## config.mk

```make
export PLATFORM = sky130hd
export DESIGN_NAME = i2c_rp_top
export DESIGN_NICKNAME = d
export VERILOG_FILES = /design/src/rtl/i2c_rp_pkg.sv /design/src/rtl/i2c_rp_sync.sv /design/src/rtl/i2c_rp_irq.sv /design/src/rtl/i2c_rp_top.sv
export SDC_FILE = /design/constraint.sdc
export NUM_CORES = 1
export LEC_CHECK = 0
export BUFFER_PORTS_ARGS = -buffer_cell sky130_fd_sc_hd__buf_2
export CAP_MARGIN = 15
export CORE_ASPECT_RATIO = 1.2
export CORE_MARGIN = 8
export CORE_UTILIZATION = 43
export CTS_CLUSTER_SIZE = 30
export DETAILED_ROUTE_END_ITERATION = 10
export GPL_ROUTABILITY_DRIVEN = 0
export PLACE_DENSITY_LB_ADDON = 0.2
export SLEW_MARGIN = 25
export SYNTH_ARGS = -nofsm -noshare
export SYNTH_HDL_FRONTEND = slang
export SYNTH_SLANG_ARGS = --single-unit
export TNS_END_PERCENT = 1
```

## constraint.sdc

```tcl
create_clock -name clk -period 2.8 [get_ports clk]
set_input_delay 0.56 -clock clk [delete_from_list [all_inputs] [get_ports clk]]
set_output_delay 0.56 -clock clk [all_outputs]
set_load 0.01 [all_outputs]
```

## src/rtl/i2c_rp_pkg.sv

```systemverilog
`timescale 1ns/1ps
package i2c_rp_pkg;
  localparam int AW = 7;
  localparam int DW = 8;
  typedef enum logic [3:0] {
    ST_IDLE, ST_ADDR, ST_ADDR_ACK, ST_MAP, ST_MAP_ACK,
    ST_WDATA, ST_WACK, ST_RDATA, ST_RACK, ST_RNEXT
  } rp_state_e;
endpackage

```

## src/rtl/i2c_rp_sync.sv

```systemverilog
`timescale 1ns/1ps
module i2c_rp_sync #(
  parameter int STAGES = 2
) (
  input  logic clk,
  input  logic rst_n,
  input  logic din,
  output logic dout,
  output logic rise,
  output logic fall
);
  logic [STAGES:0] sh;

  always_ff @(posedge clk or negedge rst_n) begin
    if (!rst_n) sh <= '1;
    else        sh <= {sh[STAGES-1:0], din};
  end

  assign dout = sh[STAGES-1];
  assign rise = sh[STAGES-1] & ~sh[STAGES];
  assign fall = ~sh[STAGES-1] & sh[STAGES];
endmodule

```

## src/rtl/i2c_rp_irq.sv

```systemverilog
`timescale 1ns/1ps
module i2c_rp_irq #(
  parameter int W = 8
) (
  input  logic         clk,
  input  logic         rst_n,
  input  logic [W-1:0] evt_i,
  input  logic         mask_we,
  input  logic [W-1:0] mask_wdata,
  input  logic         clr_en,
  input  logic [W-1:0] clr_bits,
  output logic [W-1:0] status_o,
  output logic [W-1:0] mask_o,
  output logic         irq_o
);
  logic [W-1:0] status_q, mask_q;

  always_ff @(posedge clk or negedge rst_n) begin
    if (!rst_n) begin
      status_q <= '0;
      mask_q   <= '1;
    end else begin
      if (clr_en) status_q <= (status_q & ~clr_bits) | evt_i;
      else        status_q <= status_q | evt_i;
      if (mask_we) mask_q <= mask_wdata;
    end
  end

  assign status_o = status_q;
  assign mask_o   = mask_q;
  assign irq_o    = |(status_q & ~mask_q);

  // an event is latched in the next cycle, even when a clear is under way
  a_r8_event_wins: assert property (@(posedge clk) disable iff (!rst_n)
    (evt_i != '0) |=> ((status_q & $past(evt_i)) == $past(evt_i)));
  // bits that were read out are gone after an acknowledged read
  a_r8_clear_sent: assert property (@(posedge clk) disable iff (!rst_n)
    (clr_en && evt_i == '0) |=> ((status_q & $past(clr_bits)) == '0));
  // the mask changes only through a mask write
  a_r7_mask_hold: assert property (@(posedge clk) disable iff (!rst_n)
    !mask_we |=> $stable(mask_q));
endmodule

```

## src/rtl/i2c_rp_top.sv

```systemverilog
`timescale 1ns/1ps
module i2c_rp_top
  import i2c_rp_pkg::*;
#(
  parameter logic [6:0] DEV_ADDR    = 7'b1001010,
  parameter logic [6:0] MASK_ADDR   = 7'h35,
  parameter logic [6:0] STAT_ADDR   = 7'h36,
  parameter int         EVT_W       = 8,
  parameter int         SYNC_STAGES = 2
) (
  input  logic             clk,
  input  logic             rst_n,
  input  logic             scl_i,
  input  logic             sda_i,
  output logic             sda_oe_o,
  output logic             irq_o,
  input  logic [EVT_W-1:0] evt_i,
  output logic             wr_valid_o,
  input  logic             wr_ready_i,
  output logic [AW-1:0]    wr_addr_o,
  output logic [DW-1:0]    wr_data_o,
  output logic [AW-1:0]    rd_addr_o,
  input  logic [DW-1:0]    rd_data_i
);
  logic scl_s, scl_rise, scl_fall, sda_s, sda_rise, sda_fall;

  i2c_rp_sync #(.STAGES(SYNC_STAGES)) u_scl (
    .clk(clk), .rst_n(rst_n), .din(scl_i),
    .dout(scl_s), .rise(scl_rise), .fall(scl_fall));
  i2c_rp_sync #(.STAGES(SYNC_STAGES)) u_sda (
    .clk(clk), .rst_n(rst_n), .din(sda_i),
    .dout(sda_s), .rise(sda_rise), .fall(sda_fall));

  wire bus_start = scl_s & sda_fall;
  wire bus_stop  = scl_s & sda_rise;

  rp_state_e     state;
  logic [3:0]    bitcnt;
  logic [DW-1:0] shreg, rd_byte, wr_data_q;
  logic [AW-1:0] ptr, wr_addr_q;
  logic          ai, rw, ack_on, oe, wr_valid_q, clr_en, mask_we;
  logic [EVT_W-1:0] status_v, mask_v;
  logic [DW-1:0] status_b, mask_b, rd_mux;

  i2c_rp_irq #(.W(EVT_W)) u_irq (
    .clk(clk), .rst_n(rst_n), .evt_i(evt_i),
    .mask_we(mask_we), .mask_wdata(shreg[EVT_W-1:0]),
    .clr_en(clr_en), .clr_bits(rd_byte[EVT_W-1:0]),
    .status_o(status_v), .mask_o(mask_v), .irq_o(irq_o));

  always_comb begin
    status_b = '0;
    mask_b   = '0;
    status_b[EVT_W-1:0] = status_v;
    mask_b[EVT_W-1:0]   = mask_v;
    if (ptr == MASK_ADDR)      rd_mux = mask_b;
    else if (ptr == STAT_ADDR) rd_mux = status_b;
    else                       rd_mux = rd_data_i;
  end

  wire [DW-1:0] byte_in = {shreg[DW-2:0], sda_s};

  always_ff @(posedge clk or negedge rst_n) begin
    if (!rst_n) begin
      state <= ST_IDLE;  bitcnt <= '0;  shreg <= '0;  rd_byte <= '0;
      ptr <= '0;  ai <= 1'b0;  rw <= 1'b0;  ack_on <= 1'b0;  oe <= 1'b0;
      wr_valid_q <= 1'b0;  wr_addr_q <= '0;  wr_data_q <= '0;
      clr_en <= 1'b0;  mask_we <= 1'b0;
    end else begin
      clr_en  <= 1'b0;
      mask_we <= 1'b0;
      if (wr_valid_q && wr_ready_i) wr_valid_q <= 1'b0;
      if (bus_start) begin
        state <= ST_ADDR;  bitcnt <= '0;  oe <= 1'b0;  ack_on <= 1'b0;
      end else if (bus_stop) begin
        state <= ST_IDLE;  oe <= 1'b0;  ack_on <= 1'b0;
      end else begin
        unique case (state)
          ST_ADDR, ST_MAP, ST_WDATA: if (scl_rise) begin
            shreg  <= byte_in;
            bitcnt <= bitcnt + 4'd1;
            if (bitcnt == 4'd7) begin
              bitcnt <= '0;
              if (state == ST_ADDR) begin
                if (byte_in[7:1] == DEV_ADDR) begin
                  rw <= byte_in[0];  state <= ST_ADDR_ACK;
                end else state <= ST_IDLE;
              end else if (state == ST_MAP) begin
                ai <= byte_in[7];  ptr <= byte_in[6:0];  state <= ST_MAP_ACK;
              end else begin
                if (ptr == MASK_ADDR) mask_we <= 1'b1;
                else if (ptr != STAT_ADDR) begin
                  wr_valid_q <= 1'b1;  wr_addr_q <= ptr;  wr_data_q <= byte_in;
                end
                if (ai) ptr <= ptr + 7'd1;
                state <= ST_WACK;
              end
            end
          end
          ST_ADDR_ACK, ST_MAP_ACK, ST_WACK: if (scl_fall) begin
            if (!ack_on) begin
              ack_on <= 1'b1;  oe <= 1'b1;
            end else begin
              ack_on <= 1'b0;  oe <= 1'b0;
              if (state == ST_ADDR_ACK && rw) begin
                rd_byte <= rd_mux;  shreg <= rd_mux;  oe <= ~rd_mux[7];
                bitcnt <= '0;  state <= ST_RDATA;
              end else if (state == ST_ADDR_ACK) state <= ST_MAP;
              else state <= ST_WDATA;
            end
          end
          ST_RDATA: begin
            if (scl_fall) oe <= ~shreg[7];
            if (scl_rise) begin
              shreg  <= {shreg[DW-2:0], 1'b0};
              bitcnt <= bitcnt + 4'd1;
              if (bitcnt == 4'd7) begin
                bitcnt <= '0;  state <= ST_RACK;
              end
            end
          end
          ST_RACK: begin
            if (scl_fall) oe <= 1'b0;
            if (scl_rise) begin
              if (!sda_s) begin
                if (ptr == STAT_ADDR) clr_en <= 1'b1;
                if (ai) ptr <= ptr + 7'd1;
                state <= ST_RNEXT;
              end else state <= ST_IDLE;
            end
          end
          ST_RNEXT: if (scl_fall) begin
            rd_byte <= rd_mux;  shreg <= rd_mux;  oe <= ~rd_mux[7];
            bitcnt <= '0;  state <= ST_RDATA;
          end
          default: ;
        endcase
      end
    end
  end

  assign sda_oe_o   = oe;
  assign wr_valid_o = wr_valid_q;
  assign wr_addr_o  = wr_addr_q;
  assign wr_data_o  = wr_data_q;
  assign rd_addr_o  = ptr;

  // the drive enable moves only while SCL is low
  a_r11_oe_scl_low: assert property (@(posedge clk) disable iff (!rst_n)
    !$stable(oe) |-> !scl_s);
  // an idle target never pulls SDA
  a_r1_idle_quiet: assert property (@(posedge clk) disable iff (!rst_n)
    (state == ST_IDLE) |-> !oe);
  // a stalled write holds address and data
  a_r6_hold_stall: assert property (@(posedge clk) disable iff (!rst_n)
    (wr_valid_q && !wr_ready_i) |=> (wr_valid_q && $stable(wr_addr_q) && $stable(wr_data_q)));
  // internal addresses never reach the write port
  a_r7_no_fwd: assert property (@(posedge clk) disable iff (!rst_n)
    wr_valid_q |-> (wr_addr_q != MASK_ADDR && wr_addr_q != STAT_ADDR));
endmodule

```

==> results.ini <==
[clock_network]
clk_pin_slew_worst_paths_ns=0.06
cts_resized=0
cts_tree=yes
cts-root-buf=clkbuf_16
cts_buffer_depth=2
clock_latency_ns=0.33
clock-sinks=75
holdBufCountCts=0
numCtsBuffers=9
htree_levels=3
cts_setup_buffers=0

[routing]
num_vias=3258
viasPerCell=5.637
ant_nets=0
wl_per_cell_um=17.38
routed_wl_um=10050
top_layer_used=met4
drt_iter0_markers=237
drc=0
met1Wirelength_um=4513
drtPass1Iterations=4
route.met2.wl_um=4933
wl_met3_um=448

[yosys]
synth-async-reset-ratio_pct=100.0
synth_edf_count=0
avgSynthCellArea_um2=10.06
synth_cell_types=64
synth_warnings=0
syn_nets=431
syn_inst=406
ys_seq_elements=75
synth_ff_type=dfrtp_1
netlist_area_um2=4083
ys_seq_area_share_pct=46.40

[timing]
clock_skew_ns=0.007034
period_share_pct=87.18
slew_headroom_pct=38.28
worst_pin_slew_ns=0.9258
fmax_mhz=409.7
finalSetupTns_ns=0
rsz0062_at_grt=false
slew_viol_final=0
finalSetupViolations=0
period_minus_slack_ns=2.441
finalHoldViolCount=0

[placement]
io_buffer_count=45
place_hpwl_um=7023

[grt]
grt_pass1_wl_um=16420
grt_pass1_vias=3258
grt_max_degree=74
grt_usage_pct=15.81
antenna_found_initial=0
grt_overflow=0

[run]
drv_cap=0

[worst_hold_path]
hold_depth=1
hold_path.class=in -> reg
min_to=u_sda.sh[0]
hp-start=sda_i

[die]
die_area_um2=12880
die_w_um=105.0
placementRows=39
initial_core_util_pct=43.58
io_pins=46
die_y_um=122.7
design.core.area_um2=9369

[cells_and_area]
antenna_cells=0
drive_gt1_share_pct=28.79
syn_to_final_growth_pct=15.69
fillers=866
fin_nets=475
final_util_pct=50.41

[setup_path]
arrival_ns=2.71
r2r-end=shreg[0]
r2r_slack_ns=0.36
required_ns=3.07
cp-start-kind=flip-flop
end_kind=flip-flop
reg2reg_depth=6
reg2reg_from=state[0]
critPathKind=reg -> reg
path_max_fanout=16

[pwr]
switchingPower_uw=1109
p_int_uw=2203
p_comb_share_pct=23.8
seq_power_share_pct=43.3
power_leakage_uw=0.002177
p_per_area_nw_per_um2=701.0
irDropWorstVdd_mv=0.3198
p_clk_share_pct=33.0
netSwitchingFraction_pct=33.48

[outcome]
status=finished, final reports clean

## routing by layer
layer	vias up	global-route usage, %
met4	0	7.060
met5	-	0
met3	13	2.731
met2	79	26.45
met1	1587	19.72
li1	1579	-
## final cells by class
cell class,count,area (um^2),share of cell area (%)
timing repair buffer,57,317.8,6.728
inverter,25,93.84,1.987
sequential,75,1894,40.11
clock buffer,11,252.7,5.351
multi-input combinational,282,1974,41.80
tap,123,153.9,3.258
clock inverter,5,36.28,0.7682
## cell usage after synthesis, types with 3 or more instances
library cell / n / area [um^2]
and2_1: 5 / 31.28
a21oi_1: 17 / 85.08
or3_1: 3 / 18.77
nand2_1: 32 / 120.1
nor3b_1: 4 / 30.03
dfrtp_1: 61 / 1526
a311o_1: 3 / 30.03
a31oi_1: 8 / 50.05
nor2b_1: 14 / 87.58
o221ai_1: 8 / 70.07
nand4_1: 4 / 25.02
o21a_1: 3 / 22.52
buf_2: 5 / 25.02
inv_1: 25 / 93.84
nand3_1: 17 / 85.08
ha_1: 4 / 50.05
mux2i_1: 8 / 80.08
dfstp_2: 14 / 367.9
o21ai_0: 28 / 140.1
and3b_1: 3 / 26.28
nor2_1: 12 / 45.04
mux2_2: 34 / 382.9
o22ai_1: 8 / 50.05
clkbuf_1: 14 / 52.55
nand2b_1: 3 / 18.77
a41oi_1: 7 / 61.31
a21o_1: 12 / 90.09
nor3_1: 5 / 25.02
## layout by cell type, fill, tap and decap left out, types with 5 or more instances in the layout
master      n
and2_1      5
mux2i_1     8
nor3_1      5
dfstp_2    14
nand3_1    17
nor2_1     12
nor2b_1    14
dfrtp_1    61
inv_1      25
buf_2      44
a41oi_1     7
o21ai_0    28
a21o_1     12
a21oi_1    17
a31oi_1     8
clkbuf_16   9
nand2_1    32
o22ai_1     8
buf_4      13
mux2_2     34
o221ai_1    8
## critical path: stages (launching register included)
cell,delay [ns]
dfrtp_1,0.55
buf_4,0.25
nor2_1,0.27
nand3_1,0.12
a211o_1,0.50
nor4_1,0.54
a211o_1,0.16
## metrics by stage
| stage | setup WS [ns] | instance area (um^2) | cells | hold WS [ns] | total power, uW |
|---|---|---|---|---|---|
| floorplan | 0.5498 | 4083 | 406 | 0.2644 | 1957 |
| global placement | 0.3786 | 4434 | 562 | 0.3464 | 2224 |
| detailed placement | 0.4004 | 4434 | 562 | 0.3475 | 2230 |
| CTS | 0.3822 | 4723 | 578 | 0.3220 | 3334 |
| global route | 0.2523 | 4723 | 578 | 0.3265 | 3502 |
| finish | 0.3590 | 4723 | 578 | 0.3310 | 3311 |
## kinds of logic (layout without fill, tap and decap cells)
group / Yosys count / after routing / share of synthesized area, %
and+or+nand+nor: 122 / 122 / 17.04
AOI/OAI and AO/OA: 112 / 112 / 18.33
DFF: 75 / 75 / 46.40
buffers and inverters: 49 / 98 / 5.240
muxes: 42 / 42 / 11.34
adders and majority gates: 4 / 4 / 1.226
xor gates and xnor gates: 2 / 2 / 0.4291
## registers in the layout, indices dropped and copies added (netlist names), 3 cells and up
register,count
rd_byte,8
shreg,8
u_irq.mask_o,8
u_irq.status_o,8
wr_data_o,8
rd_addr_o,7
wr_addr_o,7
bitcnt,4
state,4
u_scl.sh,3
u_sda.sh,3
## how the worst max path moves through the flow
stage	start	end	cells past startpoint
floorplan	bitcnt[0]	wr_addr_o[0]	7
global placement	state[3]	shreg[0]	5
detailed placement	state[0]	shreg[0]	6
CTS	state[0]	shreg[0]	6
global route	state[0]	shreg[0]	6
finish	state[0]	shreg[0]	6
## power by group through the flow
stage                     logic (uW)  registers (uW)  clock network (uW)
final                            787            1430                1090
after global placement           782            1440                   0
after detailed placement         785            1450                   0
after global routing             884            1460                1160
after CTS                        789            1430                1120
after floorplan                  637            1320                   0
Power figures use the tool's default switching activity.
